`config.mk`:
```
export PLATFORM = sky130hd
export DESIGN_NAME = bitslice_alu
export DESIGN_NICKNAME = d
export VERILOG_FILES = /design/src/rtl/bitslice_alu_pkg.sv /design/src/rtl/bitslice_alu_decode.sv /design/src/rtl/bitslice_alu_fadd.sv /design/src/rtl/bitslice_alu_slice.sv /design/src/rtl/bitslice_alu.sv
export SDC_FILE = /design/constraint.sdc
export NUM_CORES = 1
export LEC_CHECK = 0
export CAP_MARGIN = 30
export CORE_AREA = 4 4 46 48
export DETAILED_ROUTE_END_ITERATION = 8
export DIE_AREA = 0 0 50 52
export PLACE_DENSITY = 0.95
export SETUP_SLACK_MARGIN = 0.02
export SLEW_MARGIN = 20
export SYNTH_ARGS = -nofsm -noshare
export SYNTH_HDL_FRONTEND = slang
export SYNTH_SLANG_ARGS = --single-unit
```
`constraint.sdc`:
```
create_clock -name vclk -period 8.15
set_input_delay 1.63 -clock vclk [all_inputs]
set_output_delay 1.63 -clock vclk [all_outputs]
set_load 0.05 [all_outputs]
```
`src/rtl/bitslice_alu_pkg.sv`:
```
// Package: shared widths, operation codes and the one-hot slice select.
// Assumes a 4-bit operation code; codes outside the enum are unassigned.
package bitslice_alu_pkg;

    localparam int unsigned OPND_W = 8;
    localparam int unsigned OPC_W  = 4;

    typedef enum logic [OPC_W-1:0] {
        OPC_AND  = 4'd0,
        OPC_OR   = 4'd1,
        OPC_NOTA = 4'd2,
        OPC_NOTB = 4'd3,
        OPC_ADD  = 4'd4
    } opcode_e;

    // One-hot choice broadcast to every slice; all zero means "output zero".
    typedef struct packed {
        logic pick_and;
        logic pick_or;
        logic pick_nota;
        logic pick_notb;
        logic pick_sum;
    } slice_sel_t;

endpackage

```
`src/rtl/bitslice_alu_decode.sv`:
```
// Module: bitslice_alu_decode
// Turns the operation code into the one-hot select shared by all slices.
// Assumes unassigned codes must select nothing, so slices output zero.
module bitslice_alu_decode
    import bitslice_alu_pkg::*;
#(
    parameter int unsigned CODE_W = OPC_W
) (
    input  logic [CODE_W-1:0] code,
    output slice_sel_t        sel
);

    // Purpose: map each operation code onto exactly one select line.
    always_comb begin
        sel = '0;
        case (code)
            CODE_W'(OPC_AND):  sel.pick_and  = 1'b1;
            CODE_W'(OPC_OR):   sel.pick_or   = 1'b1;
            CODE_W'(OPC_NOTA): sel.pick_nota = 1'b1;
            CODE_W'(OPC_NOTB): sel.pick_notb = 1'b1;
            CODE_W'(OPC_ADD):  sel.pick_sum  = 1'b1;
            default:           sel = '0;
        endcase
    end

endmodule

```
`src/rtl/bitslice_alu_fadd.sv`:
```
// Module: bitslice_alu_fadd
// One-bit full adder: sum and majority carry of three inputs.
// Assumes nothing about the caller; purely combinational.
module bitslice_alu_fadd (
    input  logic x,
    input  logic y,
    input  logic cin,
    output logic sum,
    output logic cout
);

    // Purpose: sum is the parity of the inputs, carry is their majority.
    always_comb begin
        sum  = x ^ y ^ cin;
        cout = (x & y) | (y & cin) | (x & cin);
    end

endmodule

```
`src/rtl/bitslice_alu_slice.sv`:
```
// Module: bitslice_alu_slice
// One ALU bit: logic gates and a full adder, with a one-hot output mux.
// Assumes sel is one-hot or all zero; all zero gives a zero result bit.
module bitslice_alu_slice
    import bitslice_alu_pkg::*;
(
    input  logic       a_bit,
    input  logic       b_bit,
    input  logic       c_in,
    input  slice_sel_t sel,
    output logic       r_bit,
    output logic       c_out
);

    logic sum_bit;

    bitslice_alu_fadd u_fadd (
        .x    (a_bit),
        .y    (b_bit),
        .cin  (c_in),
        .sum  (sum_bit),
        .cout (c_out)
    );

    // Purpose: AND-OR multiplexer that picks the selected candidate bit.
    always_comb begin
        r_bit = (sel.pick_and  & (a_bit & b_bit))
              | (sel.pick_or   & (a_bit | b_bit))
              | (sel.pick_nota & ~a_bit)
              | (sel.pick_notb & ~b_bit)
              | (sel.pick_sum  & sum_bit);
    end

endmodule

```
`src/rtl/bitslice_alu.sv`:
```
// Module: bitslice_alu (top)
// Combinational ALU: WIDTH identical slices in a ripple chain sharing
// one decoded select. The top result bit carries the final carry when adding.
// Assumes callers register inputs/outputs as needed; no state inside.
module bitslice_alu
    import bitslice_alu_pkg::*;
#(
    parameter int unsigned WIDTH  = OPND_W,
    parameter int unsigned CODE_W = OPC_W
) (
    input  logic [WIDTH-1:0]  opa,
    input  logic [WIDTH-1:0]  opb,
    input  logic              carry_in,
    input  logic [CODE_W-1:0] op_sel,
    output logic [WIDTH:0]    result
);

    localparam int unsigned CHAIN_W = WIDTH + 1;

    slice_sel_t         sel;
    logic [CHAIN_W-1:0] chain;
    logic [WIDTH-1:0]   bits;

    bitslice_alu_decode #(.CODE_W(CODE_W)) u_dec (
        .code (op_sel),
        .sel  (sel)
    );

    assign chain[0] = carry_in;

    generate
        for (genvar i = 0; i < WIDTH; i++) begin : g_slice
            bitslice_alu_slice u_slice (
                .a_bit (opa[i]),
                .b_bit (opb[i]),
                .c_in  (chain[i]),
                .sel   (sel),
                .r_bit (bits[i]),
                .c_out (chain[i+1])
            );
        end
    endgenerate

    // Purpose: assemble the result; the top bit is the carry only for addition.
    always_comb begin
        result = {sel.pick_sum & chain[WIDTH], bits};
    end

endmodule

```
==> out/qor.txt <==
Status - complete, no violations
Hold Crit Class - input pin to primary output
Post-CTS Setup Inserts - 0
CP bufs+invs - 3
Drt total wl - 1.79 mm
Most frequent cell after synthesis - inv_1
Total number of vias - 726
Tmin final - 7.68 ns
Area contributors post-synth - ha_1 24%, fa_1 19%, o211ai_1 8.9%
Delay-heaviest family, CP - adder cells
Storage cell area - 0 um2
CP max stage delay - 0.81 ns
Worst Setup Start Kind - input pin
Net switching power - 0.0000335 W
Vias in the first global route - 718
Max FO, Critical Path - 4
Mapped cell area - 847 um2
P_leak - 0.510 nW
Crit path cell chain - clkdlybuf4s50_1 > fa_1 > inv_1 > fa_1 > fa_1 > fa_1 > fa_1 > fa_1 > fa_1 > fa_1 > nor2_1 > clkdlybuf4s50_1
Clkbuf count - 0
Crit end category - primary output
Worst path required time - 6.52 ns
Final Cycle Share - 94.2%
Area leader, netlist - ha_1
Top cells by count, synth - 19 x inv_1, 16 x ha_1, 10 x o211ai_1
Largest net degree at the start of global routing - 27
Cts hold-fix bufs - 0
Vias per cell - 5.04
Pwr per Cell Area - 55.6 nW/um2
Port Buffers - 30
HPWL Detailed - 1.47 mm
Share of layout cells above drive strength 1 - 5.04%
Int Pwr - 0.0000277 W
Routed WL per cell - 12.4 um
Antenna Cells - 0
Die area - 2600 um2
Sequential area share after synthesis - 0%
GRT Overall Usage - 14.2%
Max VDD drop - 30.1 uV
Critical Path Slowest Stage Cell - clkdlybuf4s50_1
Setup TNS Final - 0 ns
Initial antenna violation count - 0
Syn nets - 145
FMAX - 130 MHz
Maxcap violations - 0
Worst-margin pin slew - 0.690 ns
Ys Warns - 0
Clock share of power - 0%
ANT nets after route - 0
P&R area growth vs syn - 29.8%
Die height - 52 um
Distinct cells, synth - 24
Residual DRC count - 0
Remaining Overflow, GRT - 0
Setup-failing EPs final - 0
Net Sw Frac - 54.7%
Logic pwr share - 100.0%
Gpl congestion - 0.800
Final Slew Violations - 0
CP dominant cell by count - fa_1
Max transition margin - 53.7%
Sequential power share - 0%
Fin nets - 166
Hold Vio Cnt, Final - 0
Die Width - 50 um
1st-iter DRT viols - 10
Boundary Pins - 30
Critical path class - input pin to primary output
Initial core utilization - 49.6%
Post-Syn Instances - 100
RSZ-0062 raised after global routing - false
Core ar. - 1710 um2
Syn_area_per_cell - 8.47 um2
Area share of the largest cell type after synthesis - 23.6%
Global-route wire length before repair - 3.00 mm
Std cell rows - 15
DRT Pass-1 Iters - 4
FF+latch count - 0
Crit path DAT - 6.05 ns
Total power - 0.0000611 W
# resized after CTS - 0
## cell families (layout without fill, tap and decap cells)
group / Yosys count / count (layout) / synth area share, %
buffers and inverters: 31 / 50 / 19.2
adder cells (fa/ha/maj): 24 / 24 / 42.5
AO/OA/AOI/OAI: 20 / 20 / 18.3
AND/OR/NAND/NOR: 18 / 18 / 11.7
multiplexers: 7 / 7 / 8.27
## metrics by stage
| stage | setup WS [ns] | util [%] | cells | hold slack [ns] | instance area [um2] |
|---|---|---|---|---|---|
| finish | 0.471 | 64.4 | 144 | 4.15 | 1100 |
| detailed placement | 0.481 | 63.5 | 143 | 4.15 | 1080 |
| floorplan | 1.41 | - | 100 | 3.49 | 847 |
| global route | 0.254 | 64.4 | 144 | 4.20 | 1100 |
| CTS | 0.455 | 63.5 | 143 | 4.15 | 1080 |
| global placement | 0.564 | 63.5 | 143 | 4.13 | 1080 |
## layout make-up
type	instances	area (um2)
multi-input combinational	69	684
fill	154	608
timing repair buffer	31	313
inverter	19	71.3
tap	25	31.3
## power by group through the flow
stage | clock, W | combinational [W] | sequential, W
after floorplan | 0 | 0.0000415 | 0
after global placement | 0 | 0.0000582 | 0
after detailed placement | 0 | 0.0000602 | 0
after CTS | 0 | 0.0000607 | 0
after global routing | 0 | 0.0000669 | 0
final | 0 | 0.0000611 | 0
## worst paths after layout
check	slack, ns	to	depth (start not counted)	start
worst max-delay path	0.47	result[8]	12	opa[0]
worst min-delay path	4.15	result[7]	5	opb[7]
## placed cells by master, fill, tap and decap left out, types with 2 or more instances in the layout
cell type | synthesis | final
fa_1 | 8 | 8
clkdlybuf4s50_1 | 0 | 29
mux2i_1 | 7 | 7
o211ai_1 | 10 | 10
nor2_1 | 3 | 3
a22oi_1 | 2 | 2
o31ai_1 | 2 | 2
a2bb2oi_1 | 3 | 3
nand2_1 | 8 | 8
inv_1 | 19 | 19
ha_1 | 16 | 16
## routing by layer
layer	routed length, um	GRT usage (%)
met2	983	29.8
met4	0	0
met5	0	0
met3	87	1.43
met1	718	15.9
No activity file was read; power rests on OpenSTA's default activity.
